==> config.mk <==
export PLATFORM = sky130hd
export DESIGN_NAME = smbus_host_seq
export DESIGN_NICKNAME = d
export VERILOG_FILES = /design/src/rtl/smbus_seq_pkg.sv /design/src/rtl/smbus_step_rom.sv /design/src/rtl/smbus_status.sv /design/src/rtl/smbus_host_seq.sv
export SDC_FILE = /design/constraint.sdc
export NUM_CORES = 1
export LEC_CHECK = 0
export ABC_AREA = 1
export BUFFER_PORTS_ARGS = -buffer_cell sky130_fd_sc_hd__buf_2
export CAP_MARGIN = 20
export CELL_PAD_IN_SITES_DETAIL_PLACEMENT = 1
export CELL_PAD_IN_SITES_GLOBAL_PLACEMENT = 1
export CORE_ASPECT_RATIO = 0.5
export CORE_MARGIN = 3
export CORE_UTILIZATION = 39
export CTS_CLUSTER_SIZE = 16
export DETAILED_ROUTE_END_ITERATION = 7
export PLACE_DENSITY_LB_ADDON = 0.1
export SLEW_MARGIN = 20
export SYNTH_ARGS = -nofsm -noshare
export SYNTH_HDL_FRONTEND = slang
export SYNTH_HIERARCHICAL = 1
export SYNTH_SLANG_ARGS = --single-unit
==> constraint.sdc <==
create_clock -name clk -period 4.6 [get_ports clk]
set_input_delay 0.23 -clock clk [delete_from_list [all_inputs] [get_ports clk]]
set_output_delay 0.23 -clock clk [all_outputs]
set_load 0.01 [all_outputs]
==> src/rtl/smbus_seq_pkg.sv <==
package smbus_seq_pkg;
  localparam int BYTE_W = 8;
  localparam int STS_W  = 4;

  localparam int STS_DONE  = 0;
  localparam int STS_DERR  = 1;
  localparam int STS_HBUSY = 2;
  localparam int STS_BDONE = 3;
  localparam logic [STS_W-1:0] STS_SW_PROTECT = STS_W'(1) << STS_HBUSY;

  localparam logic [2:0] PR_QUICK  = 3'd0;
  localparam logic [2:0] PR_BYTE   = 3'd1;
  localparam logic [2:0] PR_BDATA  = 3'd2;
  localparam logic [2:0] PR_WORD   = 3'd3;
  localparam logic [2:0] PR_I2CBLK = 3'd6;

  typedef enum logic [2:0] {
    OP_START     = 3'd0,
    OP_SEND      = 3'd1,
    OP_RECV      = 3'd2,
    OP_RECV_LAST = 3'd3,
    OP_STOP      = 3'd4,
    OP_HOLD      = 3'd5
  } eng_op_e;

  typedef enum logic [2:0] {
    SRC_NONE, SRC_ADDR_RW, SRC_ADDR_WR, SRC_ADDR_RD, SRC_CMD, SRC_D0, SRC_D1
  } src_e;

  typedef enum logic [1:0] {DST_NONE, DST_D0, DST_D1, DST_BLK} dst_e;

  typedef struct packed {
    eng_op_e op;
    src_e    src;
    dst_e    dst;
  } step_t;

  typedef enum logic [2:0] {
    ST_IDLE, ST_PRESTOP, ST_DECIDE, ST_LOAD, ST_ISSUE, ST_ABORT
  } seq_state_e;
endpackage

==> src/rtl/smbus_step_rom.sv <==
module smbus_step_rom
  import smbus_seq_pkg::*;
#(
  parameter int STEP_W = 3
) (
  input  logic [2:0]        prot,
  input  logic              rd,
  input  logic [STEP_W-1:0] idx,
  output step_t             step,
  output logic              prot_ok
);
  function automatic step_t mk(eng_op_e o, src_e s, dst_e d);
    step_t r;
    r.op  = o;
    r.src = s;
    r.dst = d;
    return r;
  endfunction

  always_comb begin
    step    = mk(OP_STOP, SRC_NONE, DST_NONE);
    prot_ok = 1'b1;
    case (prot)
      PR_QUICK: begin
        if (int'(idx) == 0) step = mk(OP_START, SRC_ADDR_RW, DST_NONE);
      end
      PR_BYTE: begin
        case (int'(idx))
          0: step = mk(OP_START, SRC_ADDR_RW, DST_NONE);
          1: step = rd ? mk(OP_RECV_LAST, SRC_NONE, DST_D0)
                       : mk(OP_SEND, SRC_CMD, DST_NONE);
          default: ;
        endcase
      end
      PR_BDATA: begin
        case (int'(idx))
          0: step = mk(OP_START, SRC_ADDR_WR, DST_NONE);
          1: step = mk(OP_SEND, SRC_CMD, DST_NONE);
          2: step = rd ? mk(OP_START, SRC_ADDR_RD, DST_NONE)
                       : mk(OP_SEND, SRC_D0, DST_NONE);
          3: if (rd) step = mk(OP_RECV_LAST, SRC_NONE, DST_D0);
          default: ;
        endcase
      end
      PR_WORD: begin
        case (int'(idx))
          0: step = mk(OP_START, SRC_ADDR_WR, DST_NONE);
          1: step = mk(OP_SEND, SRC_CMD, DST_NONE);
          2: step = rd ? mk(OP_START, SRC_ADDR_RD, DST_NONE)
                       : mk(OP_SEND, SRC_D0, DST_NONE);
          3: step = rd ? mk(OP_RECV, SRC_NONE, DST_D0)
                       : mk(OP_SEND, SRC_D1, DST_NONE);
          4: if (rd) step = mk(OP_RECV_LAST, SRC_NONE, DST_D1);
          default: ;
        endcase
      end
      PR_I2CBLK: begin
        // read flag deliberately ignored
        case (int'(idx))
          0: step = mk(OP_START, SRC_ADDR_WR, DST_NONE);
          1: step = mk(OP_SEND, SRC_D1, DST_NONE);
          2: step = mk(OP_START, SRC_ADDR_RD, DST_NONE);
          3: step = mk(OP_RECV, SRC_NONE, DST_BLK);
          default: step = mk(OP_HOLD, SRC_NONE, DST_NONE);
        endcase
      end
      default: prot_ok = 1'b0;
    endcase
  end
endmodule

==> src/rtl/smbus_status.sv <==
module smbus_status
  import smbus_seq_pkg::*;
(
  input  logic             clk,
  input  logic             rst,
  input  logic [STS_W-1:0] hw_set,
  input  logic [STS_W-1:0] hw_clr,
  input  logic [STS_W-1:0] sw_clr,
  output logic [STS_W-1:0] sts
);
  logic [STS_W-1:0] clr_eff;

  assign clr_eff = (sw_clr & ~STS_SW_PROTECT) | hw_clr;

  always_ff @(posedge clk) begin
    if (rst) sts <= '0;
    else     sts <= (sts & ~clr_eff) | hw_set;
  end
endmodule

==> src/rtl/smbus_host_seq.sv <==
module smbus_host_seq
  import smbus_seq_pkg::*;
#(
  parameter int STEP_W = 3
) (
  input  logic              clk,
  input  logic              rst,
  input  logic              start,
  input  logic [2:0]        prot_sel,
  input  logic [BYTE_W-1:0] addr_byte,
  input  logic [BYTE_W-1:0] cmd_byte,
  input  logic [BYTE_W-1:0] data0_in,
  input  logic [BYTE_W-1:0] data1_in,
  input  logic [STS_W-1:0]  sts_clr,
  output logic              busy,
  output logic [STS_W-1:0]  sts,
  output logic [BYTE_W-1:0] data0_q,
  output logic [BYTE_W-1:0] data1_q,
  output logic [BYTE_W-1:0] blk_q,
  output logic              eng_req,
  output logic [2:0]        eng_op,
  output logic [BYTE_W-1:0] eng_byte,
  input  logic              eng_done,
  input  logic              eng_nack,
  input  logic [BYTE_W-1:0] eng_rdata
);
  seq_state_e        state;
  logic [STEP_W-1:0] idx;
  logic [2:0]        prot_r;
  logic [BYTE_W-1:0] addr_r, cmd_r, d0_r, d1_r, blk_r;
  logic              open_rd;
  logic              req_r;
  eng_op_e           op_r;
  logic [BYTE_W-1:0] byte_r;

  step_t             step;
  logic              prot_ok;
  logic [BYTE_W-1:0] src_byte;
  logic [STS_W-1:0]  sts_set, sts_hclr;
  logic              run_err, phase_nack, op_is_tx;

  smbus_step_rom #(.STEP_W(STEP_W)) u_rom (
    .prot    (prot_r),
    .rd      (addr_r[0]),
    .idx     (idx),
    .step    (step),
    .prot_ok (prot_ok)
  );

  smbus_status u_sts (
    .clk    (clk),
    .rst    (rst),
    .hw_set (sts_set),
    .hw_clr (sts_hclr),
    .sw_clr (sts_clr),
    .sts    (sts)
  );

  always_comb begin
    case (step.src)
      SRC_ADDR_RW: src_byte = addr_r;
      SRC_ADDR_WR: src_byte = {addr_r[BYTE_W-1:1], 1'b0};
      SRC_ADDR_RD: src_byte = {addr_r[BYTE_W-1:1], 1'b1};
      SRC_CMD:     src_byte = cmd_r;
      SRC_D0:      src_byte = d0_r;
      SRC_D1:      src_byte = d1_r;
      default:     src_byte = '0;
    endcase
  end

  assign run_err    = sts[STS_DERR] || !prot_ok;
  assign op_is_tx   = (op_r == OP_START) || (op_r == OP_SEND);
  assign phase_nack = eng_done && eng_nack && op_is_tx;

  always_comb begin
    sts_set  = '0;
    sts_hclr = '0;
    case (state)
      ST_DECIDE: begin
        if (run_err) sts_set[STS_DERR]  = 1'b1;
        else         sts_set[STS_HBUSY] = 1'b1;
      end
      ST_LOAD: begin
        if (step.op == OP_HOLD) sts_set[STS_BDONE] = 1'b1;
      end
      ST_ISSUE: begin
        if (phase_nack) begin
          sts_set[STS_DERR] = 1'b1;
        end else if (eng_done && op_r == OP_STOP) begin
          sts_set[STS_DONE]   = 1'b1;
          sts_hclr[STS_HBUSY] = 1'b1;
        end
      end
      ST_ABORT, ST_PRESTOP: begin
        if (eng_done) sts_hclr[STS_HBUSY] = 1'b1;
      end
      default: ;
    endcase
  end

  always_ff @(posedge clk) begin
    if (rst) begin
      state   <= ST_IDLE;
      idx     <= '0;
      prot_r  <= '0;
      addr_r  <= '0;
      cmd_r   <= '0;
      d0_r    <= '0;
      d1_r    <= '0;
      blk_r   <= '0;
      open_rd <= 1'b0;
      req_r   <= 1'b0;
      op_r    <= OP_STOP;
      byte_r  <= '0;
    end else begin
      case (state)
        ST_IDLE: begin
          if (start) begin
            prot_r <= prot_sel;
            addr_r <= addr_byte;
            cmd_r  <= cmd_byte;
            d0_r   <= data0_in;
            d1_r   <= data1_in;
            idx    <= '0;
            if (open_rd) begin
              req_r  <= 1'b1;
              op_r   <= OP_STOP;
              byte_r <= '0;
              state  <= ST_PRESTOP;
            end else begin
              state  <= ST_DECIDE;
            end
          end
        end
        ST_PRESTOP: begin
          if (eng_done) begin
            req_r   <= 1'b0;
            open_rd <= 1'b0;
            state   <= ST_DECIDE;
          end
        end
        ST_DECIDE: begin
          state <= run_err ? ST_IDLE : ST_LOAD;
        end
        ST_LOAD: begin
          if (step.op == OP_HOLD) begin
            open_rd <= 1'b1;
            state   <= ST_IDLE;
          end else begin
            req_r  <= 1'b1;
            op_r   <= step.op;
            byte_r <= src_byte;
            state  <= ST_ISSUE;
          end
        end
        ST_ISSUE: begin
          if (eng_done) begin
            if (phase_nack) begin
              op_r   <= OP_STOP;
              byte_r <= '0;
              state  <= ST_ABORT;
            end else begin
              req_r <= 1'b0;
              case (step.dst)
                DST_D0:  d0_r  <= eng_rdata;
                DST_D1:  d1_r  <= eng_rdata;
                DST_BLK: blk_r <= eng_rdata;
                default: ;
              endcase
              if (op_r == OP_STOP) begin
                state <= ST_IDLE;
              end else begin
                idx   <= idx + 1'b1;
                state <= ST_LOAD;
              end
            end
          end
        end
        ST_ABORT: begin
          if (eng_done) begin
            req_r <= 1'b0;
            state <= ST_IDLE;
          end
        end
        default: state <= ST_IDLE;
      endcase
    end
  end

  assign busy     = (state != ST_IDLE);
  assign data0_q  = d0_r;
  assign data1_q  = d1_r;
  assign blk_q    = blk_r;
  assign eng_req  = req_r;
  assign eng_op   = op_r;
  assign eng_byte = byte_r;
endmodule

# ---- Word level (Yosys, flattened, before mapping)
# Index checks and enable logic that the tools add are counted.
dict set report op_classes {
  addsub 1
  eq_ne 38
  muxes 71
  bitwise 5
  reduce_logical 27
}
# cell n
set ops {}
lappend ops {{2-to-1 mux 8 bit} 16}
lappend ops {{one-hot mux 8 bit (5 select lines)} 2}
lappend ops {{one-hot mux 8 bit (4 select lines)} 2}
lappend ops {{one-hot mux 8 bit (2 select lines)} 3}
lappend ops {{one-hot mux 8 bit (6 select lines)} 1}
lappend ops {{2-to-1 mux 3 bit} 15}
lappend ops {{== test 3 bit (second input constant)} 9}
lappend ops {{== test 3 x 2 -> 1 bit (second input constant)} 8}
lappend ops {{one-hot mux 8 bit (3 select lines)} 1}
lappend ops {{inequality test 2 bit (second input constant)} 10}
lappend ops {{2-to-1 mux 1 bit} 18}
lappend ops {{one-hot mux 3 bit (6 select lines)} 1}
lappend ops {{== test 3 x 1 -> 1 bit (second input constant)} 5}
lappend ops {{zero test 3 bit} 5}
lappend ops {{AND reduction 5 bit} 3}
lappend ops {{2-to-1 mux 7 bit} 2}
lappend ops {{one-hot mux 3 bit (3 select lines)} 1}
lappend ops {{AND reduction 4 bit} 2}
lappend ops {{AND reduction 7 bit} 1}
lappend ops {{2-to-1 mux 2 bit} 3}
lappend ops {{2-to-1 mux 6 bit} 1}
lappend ops {{inequality test 2 x 1 -> 1 bit (second input constant)} 3}
lappend ops {{one-hot mux 1 bit (2 select lines)} 3}
lappend ops {{one-hot mux 3 bit (2 select lines)} 1}
lappend ops {{20 further kinds} 26}
dict set report totals {
  regBits 66
  output_inout_bits 41
  wordCells 155
}

# ---- Depth between registers and ports, before layout
dict set report logic_depth {
  ltp_word 9
  mapped_depth 15
}

# ---- Cells and area by module
# Netlist, hierarchy kept.
# module instances cells_per_inst area_per_inst_um2 seq_area_each_um2
set by_module_without_submodules {}
lappend by_module_without_submodules {smbus_host_seq 1 480 3154.3 1241.2}
lappend by_module_without_submodules {smbus_step_rom 1 71 322.8 0.0}
lappend by_module_without_submodules {smbus_status 1 19 141.4 80.1}

# ---- Worst setup path before layout
# Ideal clock, no wire load.
dict set report synth_path {
  path_kind {reg-to-reg}
  startpoint {register idx[1]}
  endpoint {register byte_r[1], in the netlist eng_byte[1]}
  t_arrival_ns 1.859
  setup_slack_ns 2.672
  stages_incl_launch_ff 16
  cell_sequence {dfxtp_1 > inv_1 > nor3_1 > nand2_1 > nand2_1 > nand2_1 > nand3_1 > buf_2 > clkinv_1 > nand2_2 > nand3_1 > nand2_1 > nor2_1 > nor2_1 > nand2_1 > a21oi_2}
}
# item line
set synth_lines {}
lappend synth_lines {{start, declared} smbus_host_seq.sv:28} ;# logic [STEP_W-1:0] idx;
lappend synth_lines {{start signal, assigned} smbus_host_seq.sv:173} ;# idx <= idx + 1'b1;
lappend synth_lines {{end signal, assigned} smbus_host_seq.sv:152} ;# byte_r <= src_byte;
lappend synth_lines {{end, declared} smbus_host_seq.sv:34} ;# logic [BYTE_W-1:0] byte_r;

==> flow_summary.ini <==
[run_status]
outcome = completed

[clock_tree]
cts_sinks = 66
cts_resized = 0
cts-hold-fix-buffers = 0
tritoncts_clock_tree = yes
cts-root-buf = clkbuf_16
clock_tree.htree_level_count = 3
worst_setup_hold_path_clk_slew_ps = 50
cts_max_path_buffers = 2
clk-insertion-delay-late_ps = 330
post_cts.repair.setup_buffers = 0
cts_buffers = 9

[global_route]
initial_antenna_violation_count = 0
first_global_vias = 3979
grt_util_all_layers_pct = 24.3
grt_remaining_overflow = 0
grt_pass1_wl_um = 20100
grt_max_degree = 54

[route]
dr.first_iter.drc_count = 213
wl_per_cell_um = 16.2
drc = 0
ant_nets = 0
number_of_vias_per_cell_after_detailed_routing = 5.28
routed-via-count = 4093
wirelength_um = 12500
drt_pass1_iterations = 5

[yosys]
synth_cells = 570
count_of_state_elements_after_synthesis = 66
yosys.cell_types.count = 32
synth_sequential_area_ratio_pct = 36.5
post_synth.cell_area_avg_um2 = 6.35
yosys_warnings = 6
synthesis.area_um2 = 3620

[worst_hold_path]
min_path_type = input pin to flip-flop

[critical_path]
cp-end-kind = flip-flop
crit_type = flip-flop to flip-flop
cp_num_buf_inv = 2
cp.arrival_ps = 2950
list_of_cells_traversed_by_the_critical_path = inv_1 -> nor3_1 -> nand2_1 -> nand2_1 -> nand2_1 -> nand3_1 -> clkinv_1 -> nand2_2 -> nand3_1 -> nand2_1 -> nor2_1 -> nor2_1 -> nand2_1 -> a21oi_2
timing.critical_path.from_type = flip-flop
cp_common_cell = nand2_1
critPathRequiredTime_ps = 4860
worstPathMaxFanout = 10
critical_path.max_stage_delay_ps = 430
worst_path_cell_with_the_longest_stage_delay = dfxtp_1
cpLargestDelayFamily = simple AND/OR/NAND/NOR gates

[cells_and_area]
post_route_cells_drive_above_1_share_pct = 20.5
postLayoutCoreUtil_pct = 50.2
post-route-cell-area_um2 = 4450
finalNetCount = 706
antennaDiodeCount = 0
layout.cells.most_common = nand2_1
layout_common_cells = nand2_1 (178), buf_2 (91), nand3_1 (73), nor2_1 (72), dfxtp_1 (66)
layout-area-overhead-vs-synth_pct = 22.9

[floorplan]
floorplan.io_pins = 93
fp-row-count = 24
dieArea_um2 = 10500
die_width_um = 142
starting_utilization_of_the_core_area_pct = 40.8
placeableCoreArea_um2 = 8860
die_height_um = 74.1

[sta]
timing.setup.tns_ps = 0
worst_pin_slew_ps = 834
finalWorstPathRequiredPeriod_ps = 2690
slew-limit-headroom_pct = 44.2
finalCritPeriodShare_pct = 58.4
drv_slew = 0
hold_violations = 0
fin_skew_ps = 4.25
setup_viol_count_final = 0
grt_setup_unrepaired = no
timing.fmax_ghz = 0.372

[pwr]
power.leakage_nw = 2.11
power.ir.vdd_worst_v = 0.000184
power-per-cell-area_nw_per_um2 = 448

[placed_design]
placement.io_buffers = 91
dpl-instance-area_um2 = 4110
gpl.final_weighted_congestion = 0.866
dpl.hpwl_um = 9190

[flow_run]
cap_viol_max_count = 0
worst register-to-register path: cells and delay by family (launching register included):
kind	cells	cell delay, ps
AO/OA/AOI/OAI	1	130
buffers and inverters	2	540
flip-flops	1	430
AND/OR/NAND/NOR	11	1510
final cells by class:
type | count | area, um2
clock buffer | 11 | 233
clock inverter | 5 | 103
fill | 1238 | 4410
inverter | 39 | 146
multi-input combinational | 444 | 2030
sequential | 66 | 1320
tap | 117 | 146
timing repair buffer | 93 | 470
metrics by stage:
step | total power, W | setup slack [ps] | hold slack (ps) | cells
detailed placement | 0.00121 | 2030 | 457 | 759
global placement | 0.00120 | 2100 | 446 | 759
floorplan | 0.00104 | 2670 | 299 | 572
finish | 0.00199 | 1910 | 148 | 775
global route | 0.00210 | 1620 | 151 | 775
CTS | 0.00200 | 1950 | 141 | 775
per-layer routing:
metal  track usage (%)  vias to the layer above  routed length [um]
met5                 0                        -                   0
met4              5.74                        0                 122
met2              40.8                      104                5710
li1                  -                     2040                   -
met1              32.6                     1937                6040
met3              5.20                       12                 660
cells in the mapped netlist:
cell      count  area (um2)
a21oi_1      53         265
a21oi_2       9        78.8
a31oi_1       1        6.26
a32o_1        1        10.0
buf_1         1        3.75
buf_2         7        35.0
buf_4         4        30.0
buf_6         3        33.8
clkbuf_1      8        30.0
clkinv_1      3        11.3
conb_1        1        3.75
dfxtp_1      66        1320
ha_1          1        12.5
inv_1        29         109
inv_2         7        26.3
nand2_1     178         668
nand2_2       3        18.8
nand2_4       1        11.3
nand3_1      73         365
nand3_2       2        20.0
nand3b_1      1        7.51
nand4_1      18         113
nand4_2       1        12.5
nor2_1       72         270
nor2_2        4        25.0
nor2_4        1        11.3
nor3_1        2        10.0
o211ai_1      1        7.51
o21ai_0      15        75.1
o21ai_1       1        5.00
o22ai_1       2        12.5
xnor2_1       1        8.76
cells by family (layout without fill, tap and decap cells):
group | after synthesis | after routing | share of synthesized area, %
XOR/XNOR | 1 | 1 | 0.242
adder cells (fa/ha/maj) | 1 | 1 | 0.346
other | 1 | 3 | 0.104
flip-flops | 66 | 66 | 36.5
AO/OA/AOI/OAI | 83 | 83 | 12.7
buffers and inverters | 62 | 148 | 7.71
AND/OR/NAND/NOR | 356 | 356 | 42.4
power by group:
part,switching [W],leakage (nW),internal [W]
Combinational,0.000361,1.41,0.000154
Clock,0.000256,0.160,0.000529
Sequential,0.0000596,0.539,0.000632
Total,0.000676,2.11,0.00131
registers in the layout, indices dropped and copies added, names as in the netlist:
register	flops
addr_r	8
prot_r	3
u_sts/sts	4
open_rd	1
data0_q	8
eng_byte	8
eng_req	1
blk_q	8
idx	3
data1_q	8
cmd_r	8
state	3
eng_op	3
worst paths after layout:
kind         depth (start not counted)  slack, ps           end          from
max                                 14       1910   eng_byte[2]        idx[1]
min                                  4        150  u_sts/sts[1]    sts_clr[1]
min reg2reg                          2        460  u_sts/sts[3]  u_sts/sts[3]
max reg2reg                         14       1910   eng_byte[2]        idx[1]
No activity file was read; power rests on OpenSTA's default activity.
